$ cat config.mk
export PLATFORM = sky130hd
export DESIGN_NAME = wdSupervisor
export DESIGN_NICKNAME = d
export VERILOG_FILES = /design/src/rtl/wdSupPkg.sv /design/src/rtl/wdEdgeSync.sv /design/src/rtl/wdModeDecode.sv /design/src/rtl/wdDatapath.sv /design/src/rtl/wdControl.sv /design/src/rtl/wdSupervisor.sv
export SDC_FILE = /design/constraint.sdc
export NUM_CORES = 1
export LEC_CHECK = 0
export ABC_AREA = 1
export CAP_MARGIN = 20
export CORE_UTILIZATION = 55
export DETAILED_ROUTE_END_ITERATION = 12
export GPL_TIMING_DRIVEN = 0
export PLACE_DENSITY = 0.74
export SLEW_MARGIN = 25
export SYNTH_ARGS = -nofsm -noshare
export SYNTH_HDL_FRONTEND = slang
export SYNTH_SLANG_ARGS = --single-unit
export TNS_END_PERCENT = 10
$ cat constraint.sdc
create_clock -name clk -period 2 [get_ports clk]
set_clock_uncertainty 0.1 [all_clocks]
set_input_delay 0.4 -clock clk [delete_from_list [all_inputs] [get_ports clk]]
set_output_delay 0.4 -clock clk [all_outputs]
set_load 0.05 [all_outputs]
$ cat src/rtl/wdSupPkg.sv
package wdSupPkg;

  typedef enum logic [1:0] {
    MODE_EXT       = 2'd0,
    MODE_INT_SHORT = 2'd1,
    MODE_INT_LONG  = 2'd2
  } wdModeE;

  typedef enum logic [1:0] {
    PH_RESET = 2'd0,
    PH_INIT  = 2'd1,
    PH_RUN   = 2'd2
  } wdPhaseE;

  // control-to-datapath strobes
  typedef struct packed {
    logic restart;   // clear the tick counter
    logic advance;   // count one tick
    logic selInit;   // latch the start-up window of the current mode
    logic selNorm;   // latch the kick window of the current mode
  } wdStrobeT;

endpackage

$ cat src/rtl/wdEdgeSync.sv
module wdEdgeSync #(
  parameter int STAGES = 2
) (
  input  logic clk,
  input  logic rstN,
  input  logic wdIn,
  output logic edgePulse
);

  logic [STAGES:0] chain;
  logic prevQ;

  assign chain[0] = wdIn;

  for (genvar i = 0; i < STAGES; i++) begin : gStage
    always_ff @(posedge clk or negedge rstN) begin
      if (!rstN) chain[i+1] <= 1'b0;
      else       chain[i+1] <= chain[i];
    end
  end

  always_ff @(posedge clk or negedge rstN) begin
    if (!rstN) prevQ <= 1'b0;
    else       prevQ <= chain[STAGES];
  end

  assign edgePulse = chain[STAGES] ^ prevQ;

endmodule

$ cat src/rtl/wdModeDecode.sv
module wdModeDecode import wdSupPkg::*; (
  input  logic   oscSel,
  input  logic   oscIn,
  output wdModeE mode
);

  always_comb begin
    if (!oscSel)    mode = MODE_EXT;
    else if (oscIn) mode = MODE_INT_LONG;
    else            mode = MODE_INT_SHORT;
  end

endmodule

$ cat src/rtl/wdDatapath.sv
module wdDatapath import wdSupPkg::*; #(
  parameter int RST_TICKS = 512,
  parameter int EXT_NORM  = 1024,
  parameter int EXT_INIT  = 4096,
  parameter int ISH_NORM  = 1024,
  parameter int ISH_INIT  = 16384,
  parameter int ILG_NORM  = 16384,
  parameter int ILG_INIT  = 16384
) (
  input  logic     clk,
  input  logic     rstN,
  input  wdModeE   mode,
  input  wdStrobeT strobe,
  output logic     pulseDone,
  output logic     limitHit
);

  localparam int PEAK_A = (EXT_NORM > EXT_INIT) ? EXT_NORM : EXT_INIT;
  localparam int PEAK_B = (ISH_NORM > ISH_INIT) ? ISH_NORM : ISH_INIT;
  localparam int PEAK_C = (ILG_NORM > ILG_INIT) ? ILG_NORM : ILG_INIT;
  localparam int PEAK_D = (PEAK_A > PEAK_B) ? PEAK_A : PEAK_B;
  localparam int PEAK_E = (PEAK_C > RST_TICKS) ? PEAK_C : RST_TICKS;
  localparam int PEAK   = (PEAK_D > PEAK_E) ? PEAK_D : PEAK_E;
  localparam int CNT_W  = (PEAK > 2) ? $clog2(PEAK) : 1;
  localparam logic [CNT_W-1:0] RST_LAST = CNT_W'(RST_TICKS - 1);

  logic [CNT_W-1:0] countQ;
  logic [CNT_W-1:0] lastQ;
  logic [CNT_W-1:0] normLast;
  logic [CNT_W-1:0] initLast;

  always_comb begin
    unique case (mode)
      MODE_INT_SHORT: begin
        normLast = CNT_W'(ISH_NORM - 1);
        initLast = CNT_W'(ISH_INIT - 1);
      end
      MODE_INT_LONG: begin
        normLast = CNT_W'(ILG_NORM - 1);
        initLast = CNT_W'(ILG_INIT - 1);
      end
      default: begin
        normLast = CNT_W'(EXT_NORM - 1);
        initLast = CNT_W'(EXT_INIT - 1);
      end
    endcase
  end

  always_ff @(posedge clk or negedge rstN) begin
    if (!rstN) begin
      countQ <= '0;
      lastQ  <= CNT_W'(EXT_INIT - 1);
    end else begin
      if (strobe.restart)      countQ <= '0;
      else if (strobe.advance) countQ <= countQ + CNT_W'(1);
      if (strobe.selInit)      lastQ  <= initLast;
      else if (strobe.selNorm) lastQ  <= normLast;
    end
  end

  assign pulseDone = (countQ == RST_LAST);
  assign limitHit  = (countQ == lastQ);

endmodule

$ cat src/rtl/wdControl.sv
module wdControl import wdSupPkg::*; (
  input  logic     clk,
  input  logic     rstN,
  input  logic     tickEn,
  input  logic     edgePulse,
  input  logic     supplyLow,
  input  logic     pulseDone,
  input  logic     limitHit,
  output wdStrobeT strobe,
  output logic     resetN,
  output logic     wdStatusN
);

  wdPhaseE phaseQ, phaseNext;
  logic    statusQ, statusNext;

  always_comb begin
    phaseNext  = phaseQ;
    statusNext = statusQ;
    strobe     = '0;
    if (supplyLow) begin
      phaseNext      = PH_RESET;
      statusNext     = 1'b1;
      strobe.restart = 1'b1;
    end else begin
      unique case (phaseQ)
        PH_RESET: begin
          if (tickEn) begin
            if (pulseDone) begin
              phaseNext      = PH_INIT;
              strobe.restart = 1'b1;
              strobe.selInit = 1'b1;
            end else begin
              strobe.advance = 1'b1;
            end
          end
        end
        default: begin
          if (edgePulse) begin
            phaseNext      = PH_RUN;
            statusNext     = 1'b1;
            strobe.restart = 1'b1;
            strobe.selNorm = 1'b1;
          end else if (tickEn) begin
            if (limitHit) begin
              phaseNext      = PH_RESET;
              statusNext     = 1'b0;
              strobe.restart = 1'b1;
            end else begin
              strobe.advance = 1'b1;
            end
          end
        end
      endcase
    end
  end

  always_ff @(posedge clk or negedge rstN) begin
    if (!rstN) begin
      phaseQ  <= PH_RESET;
      statusQ <= 1'b1;
    end else begin
      phaseQ  <= phaseNext;
      statusQ <= statusNext;
    end
  end

  assign resetN    = (phaseQ != PH_RESET);
  assign wdStatusN = statusQ;

endmodule

$ cat src/rtl/wdSupervisor.sv
module wdSupervisor import wdSupPkg::*; #(
  parameter int SYNC_STAGES = 2,
  parameter int RST_TICKS   = 512,
  parameter int EXT_NORM    = 1024,
  parameter int EXT_INIT    = 4096,
  parameter int ISH_NORM    = 1024,
  parameter int ISH_INIT    = 16384,
  parameter int ILG_NORM    = 16384,
  parameter int ILG_INIT    = 16384
) (
  input  logic clk,
  input  logic rstN,
  input  logic tickEn,
  input  logic wdIn,
  input  logic oscSel,
  input  logic oscIn,
  input  logic supplyLow,
  output logic resetN,
  output logic wdStatusN
);

  wdModeE   mode;
  wdStrobeT strobe;
  logic     edgePulse;
  logic     pulseDone;
  logic     limitHit;

  wdEdgeSync #(.STAGES(SYNC_STAGES)) uSync (
    .clk(clk), .rstN(rstN), .wdIn(wdIn), .edgePulse(edgePulse)
  );

  wdModeDecode uDecode (
    .oscSel(oscSel), .oscIn(oscIn), .mode(mode)
  );

  wdDatapath #(
    .RST_TICKS(RST_TICKS), .EXT_NORM(EXT_NORM), .EXT_INIT(EXT_INIT),
    .ISH_NORM(ISH_NORM), .ISH_INIT(ISH_INIT),
    .ILG_NORM(ILG_NORM), .ILG_INIT(ILG_INIT)
  ) uData (
    .clk(clk), .rstN(rstN), .mode(mode), .strobe(strobe),
    .pulseDone(pulseDone), .limitHit(limitHit)
  );

  wdControl uCtrl (
    .clk(clk), .rstN(rstN), .tickEn(tickEn), .edgePulse(edgePulse),
    .supplyLow(supplyLow), .pulseDone(pulseDone), .limitHit(limitHit),
    .strobe(strobe), .resetN(resetN), .wdStatusN(wdStatusN)
  );

endmodule

==> flow_summary.yaml, run 1 <==
detailed_routing:
  viasPerCell: 5.29
  dr.first_iter.drc_count: 25
  antenna_left: 0
  post-route-drc-count: 0
  drtPass1Iterations: 4
  post_drt_wl_per_cell_um: 12.1
  met1_length_um: 1370
  vias: 1233
  dr_wl_met2_um: 1330
  drt-total-wl_um: 2830
  route.met3.wl_um: 94
  highest_layer: "met4"
clock_network:
  tritoncts: "built"
  cts_buffers: 3
  postCtsSetupRepairBufs: 0
  ctsRootBufferMaster: "clkbuf_4"
  clockBufferDepth: 2
  clock_latency_ps: 300
  cts.sinks: 22
  htreeDepth: 1
  path_clk_slew_ps: 120
logic_synthesis:
  synth_cell_type_count: 23
  ys_ff_latch: 22
  yosys_warnings: 0
  synth_area_per_cell_um2: 7.33
  netlist_area_mm2: 0.00141
  netlist_instances: 192
  yosysSeqAreaShare_pct: 39.3
  syn_nets: 200
timing:
  setup_viol: 0
  slew_headroom_pct: 67.8
  fin_crit_sh_pct: 93.3
  hold_ws_ps: 269
  max_freq_mhz: 536
  period_minus_slack_ps: 1870
  grt_setup_unrepaired: "false"
  worstMarginPinSlew_ps: 482
  drv_slew: 0
  hold_violations: 0
  fin_tns_setup_ps: 0
run:
  drv_cap: 0
hold_path:
  hp-start: "uSync.chain[1]"
  hold_depth: 0
  hold_end: "uSync.chain[2]"
  min_path_type: "reg -> reg"
place:
  place_congestion: 0.885
  dp.cells: 228
  dp_hpwl_um: 2210
  portBuffers: 8
cells_and_area:
  final_common_cell: "nand2_1"
  final_cell_mix: "nand2_1 (68), inv_1 (22), nor2_1 (21)"
  n_antenna_cell: 0
  final_core_util_pct: 67.2
  nets: 214
  stdcell_count: 233
  syn2layout_area_growth_pct: 10.7
  drive_gt1_share_pct: 12.2
power_and_ir_drop:
  p_per_area_mw_per_mm2: 497
  peakVddDrop_mv: 0.387
  p_total_mw: 0.773
  p_leak_nw: 0.891
worst_setup_path:
  slowest_delay_ps: 550
  worst_path_max_delay_cell: "dfstp_2"
  worstSetupPathDepth: 1
  cp_max_fo: 2
  reg2reg_depth: 11
  start_kind: "flip-flop"
  regToRegSetupSlack_ps: 170
  crit_family: "flip-flops"
  critical_path.cell_chain: "dlygate4sd2_1"
  cp_num_buf_inv: 1
  critical_path_class: "reg -> out"
  cp_data_required_time_ps: 1500
  r2r_start: "uData.countQ[1]"
  arrival_ps: 1370
  crit_path_end_kind: "output pin"
  r2r_end: "uData.countQ[4]"
floorplan:
  design.core.area_mm2: 0.00232
  top_level_ports: 9
  die_height_um: 52.6
  dieArea_mm2: 0.00277
  start_util_pct: 60.7
  chipWidth_um: 52.6
  fp-row-count: 17
grt:
  grt_pass1_wl_um: 4890
  antenna_found_initial: 0
  grt_usage_pct: 24.0
  grt_max_degree: 23
  grt_pass1_vias: 1227
  grt-ovfl-total: 0
status:
  outcome: "completed"
==> sequential cells by signal (all words and copies together), names as in the netlist <==
name / flops
uCtrl.wdStatusN: 1
uSync.chain: 2
uSync.prevQ: 1
uCtrl.phaseQ: 2
uData.countQ: 14
uData.lastQ: 2
==> per-stage QoR <==
step                      setup slack (ps)  cell area (µm²)
after detailed placement              2.46             1520
after floorplan                        363             1410
after global routing                  71.7             1560
after CTS                             17.9             1560
after global placement                62.9             1520
final                                  133             1560
==> worst max path at each step <==
stage                    start               end  slack (ps)
6_report       uCtrl.wdStatusN         wdStatusN         130
5_1_grt        uData.countQ[0]  uData.countQ[10]          70
4_1_cts        uCtrl.phaseQ[1]            resetN          20
3_5_place_dp            tickEn   uData.countQ[5]           2
3_3_place_gp            tickEn  uData.countQ[10]          60
2_1_floorplan  uCtrl.phaseQ[1]   uData.countQ[5]         360
==> layout make-up <==
class | count | area [µm²]
multi-input combinational | 141 | 727
timing repair buffer | 9 | 78.8
inverter | 25 | 93.8
sequential | 22 | 553
fill | 213 | 761
buffer | 4 | 33.8
clock buffer | 4 | 36.3
tap | 28 | 35.0
==> what timing repair did <==
action	in CTS	in global routing
endpoints found under the setup margin	2	1
gates resized for setup	2	2
hold endpoints to repair	0	20
hold buffers	0	1
==> metal layers <==
| metal | up-vias | track usage (%) |
|---|---|---|
| met5 | - | 0 |
| met4 | 0 | 8.77 |
| met1 | 571 | 30.3 |
| li1 | 633 | - |
| met2 | 23 | 41.6 |
| met3 | 6 | 2.90 |
==> synth_stat cells, drive strengths merged <==
| library cell | n | area, µm² |
|---|---|---|
| clkbuf | 1 | 3.75 |
| xor2 | 5 | 43.8 |
| nor2 | 25 | 133 |
| xnor2 | 3 | 26.3 |
| dfstp | 2 | 52.6 |
| nand4 | 18 | 119 |
| buf | 3 | 30.0 |
| ha | 1 | 12.5 |
| dfrtp | 20 | 500 |
| inv | 25 | 93.8 |
| o21ai | 2 | 10.0 |
| nand2 | 72 | 290 |
| nand3 | 15 | 92.6 |
==> cell families (layout without fill, tap and decap cells) <==
group           after synthesis  in the layout  share of synthesized area, %
compound gates                2              2                         0.710
xor+xnor                      8              8                          4.98
fa+ha+maj                     1              1                         0.889
buf+inv                      29             42                          9.07
flops                        22             22                          39.3
simple gates                130            130                          45.1
==> report_power, final <==
part           leakage (nW)  internal (mW)  switching (mW)  total (mW)
Combinational         0.579         0.0260          0.0422      0.0682
Clock                0.0210          0.111           0.134       0.245
Sequential            0.291          0.453         0.00737       0.460
Power figures use the tool's default switching activity.
==> inputs of run 2 (changes only) <==
REMOVE_ABC_BUFFERS = 1   (was default)
==> run 2 against run 1 <==
Global-route usage shrank 0.37 points. Sequential share of layout area is 0.29 points higher. Largest power group unchanged. Via count grew 2.6%. Design area is 0.80% lower. Maximum frequency shrank 1.2%. Critical path type unchanged. Clock power grew 5%. First-iteration DRC count rose by 4.0%. Setup slack worse by 22 ps. Clock-buffer cell count unchanged. Die area unchanged. Routed wire length up 1.3%. Critical endpoint unchanged.
==> flow_summary.yaml, run 2 (synthesis gave the netlist of run 1 again) <==
floorplan:
  fp-row-count: 17
  design.core.area_mm2: 0.00232
  die_height_um: 52.6
  chipWidth_um: 52.6
  start_util_pct: 60.7
  top_level_ports: 9
  dieArea_mm2: 0.00277
power_and_ir_drop:
  pwr-share-clk_pct: 32.8
  peakVddDrop_mv: 0.412
  p_leak_nw: 0.882
  p_total_mw: 0.787
  p_sw_share_pct: 25.3
  power_frac_comb_pct: 8.7
  p_sw_mw: 0.199
  p_int_mw: 0.588
  pwr-share-seq_pct: 58.5
  p_per_area_mw_per_mm2: 509
grt:
  grt-ovfl-total: 0
  use_met2_pct: 40.7
  gr-usage-met3_pct: 2.61
  grt_pass1_vias: 1118
  antenna_found_initial: 0
  grtUsageMet1_pct: 30.5
  grt_pass1_wl_um: 4760
  grt_max_degree: 23
  busiest_layer: "met2"
  grt_usage_pct: 23.7
worst_setup_path:
  worst_path_max_delay_cell: "dfstp_2"
  reg2reg_depth: 10
  cp_max_fo: 2
  critical_path.cell_chain: "dlygate4sd2_1"
  arrival_ps: 1390
  worstSetupPathDepth: 1
  crit_path_end_kind: "output pin"
  crit_family: "flip-flops"
  cp_data_required_time_ps: 1500
  critical_path_class: "reg -> out"
  slowest_delay_ps: 550
  cp_num_buf_inv: 1
  start_kind: "flip-flop"
detailed_routing:
  vias: 1265
  drt-total-wl_um: 2870
  dr.first_iter.drc_count: 26
  post_drt_wl_per_cell_um: 12.5
  antenna_left: 0
  post-route-drc-count: 0
  drtPass1Iterations: 4
  viasPerCell: 5.52
place:
  dp.cells: 224
  post_dp_cell_area_mm2: 0.00149
  place_congestion: 0.843
  place_ws_ps: -419
  dp_hpwl_um: 2000
  portBuffers: 8
timing:
  period_minus_slack_ps: 1890
  fin_crit_sh_pct: 94.4
  drv_slew: 0
  hold_violations: 0
  fin_tns_setup_ps: 0
  setup_viol: 0
  slew_headroom_pct: 66.6
  setup_ws_ps: 111
  max_freq_mhz: 529
  worstMarginPinSlew_ps: 501
  hold_ws_ps: 270
  grt_setup_unrepaired: "false"
cells_and_area:
  stdcell_count: 229
  largest_reg_flops: 14
  syn2layout_area_growth_pct: 9.78
  nets: 210
  drive_gt1_share_pct: 12.4
  largest-register: "uData.countQ"
  design_area_mm2: 0.00155
  final_common_cell: "nand2_1"
  final_cell_mix: "nand2_1 (68), inv_1 (22), nor2_1 (20), dfrtp_1 (20), nand4_1 (17)"
  final_core_util_pct: 66.6
  fillerInstances: 199
  n_antenna_cell: 0
clock_network:
  cts.sinks: 22
  postCtsSetupRepairBufs: 0
  ctsRootBufferMaster: "clkbuf_4"
  cts_buffers: 3
  clockBufferDepth: 2
  tritoncts: "built"
  clock_latency_ps: 310
  path_clk_slew_ps: 130
  htreeDepth: 1
run:
  drv_cap: 0
hold_path:
  min_path_type: "reg -> reg"
  hold_depth: 0
status:
  outcome: "completed"
run 2: path summary, 6_finish.rpt:
| check | slack, ps | start | end |
|---|---|---|---|
| hold reg to reg | 270 | uSync.chain[1] | uSync.chain[2] |
| max in group asynchronous | 980 | rstN | uData.lastQ[11] |
| hold / removal | 270 | uSync.chain[1] | uSync.chain[2] |
| setup reg to reg | 240 | uData.countQ[0] | uCtrl.phaseQ[1] |
| min in group asynchronous | 470 | rstN | uData.countQ[3] |
| setup / recovery | 110 | uCtrl.wdStatusN | wdStatusN |
run 2: power groups by stage:
stage	Clock, mW	Combinational, mW	Sequential (mW)
after floorplan	0	0.0328	0.467
after global placement	0	0.0625	0.468
after detailed placement	0	0.0636	0.468
after CTS	0.259	0.0646	0.460
after global routing	0.267	0.0759	0.462
final	0.258	0.0683	0.461
run 2: area by class of cell:
cell class	instances	area (µm²)	share of cell area, %
clock buffer	4	36.3	2.35
multi-input combinational	141	748	48.4
sequential	22	553	35.8
inverter	25	93.8	6.07
tap	28	35.0	2.27
timing repair buffer	9	78.8	5.10
run 2: layer usage:
layer | vias to the layer above | wire length, µm
li1 | 627 | -
met1 | 607 | 1270
met2 | 27 | 1440
met3 | 4 | 127
met4 | 0 | 31
met5 | - | 0
run 2: what timing repair did:
action / 4_1_cts / 5_1_grt
setup endpoints to repair: 14 / 13
endpoints found under the hold margin: 0 / 20
resized for setup: 3 / 5
hold buffers: 0 / 1
==> inputs of run 3 (changes only) <==
HOLD_SLACK_MARGIN = 0.08   (was default)
==> results of run 3 <==
Final layout, timing and power as in run 2 (identical DEF).
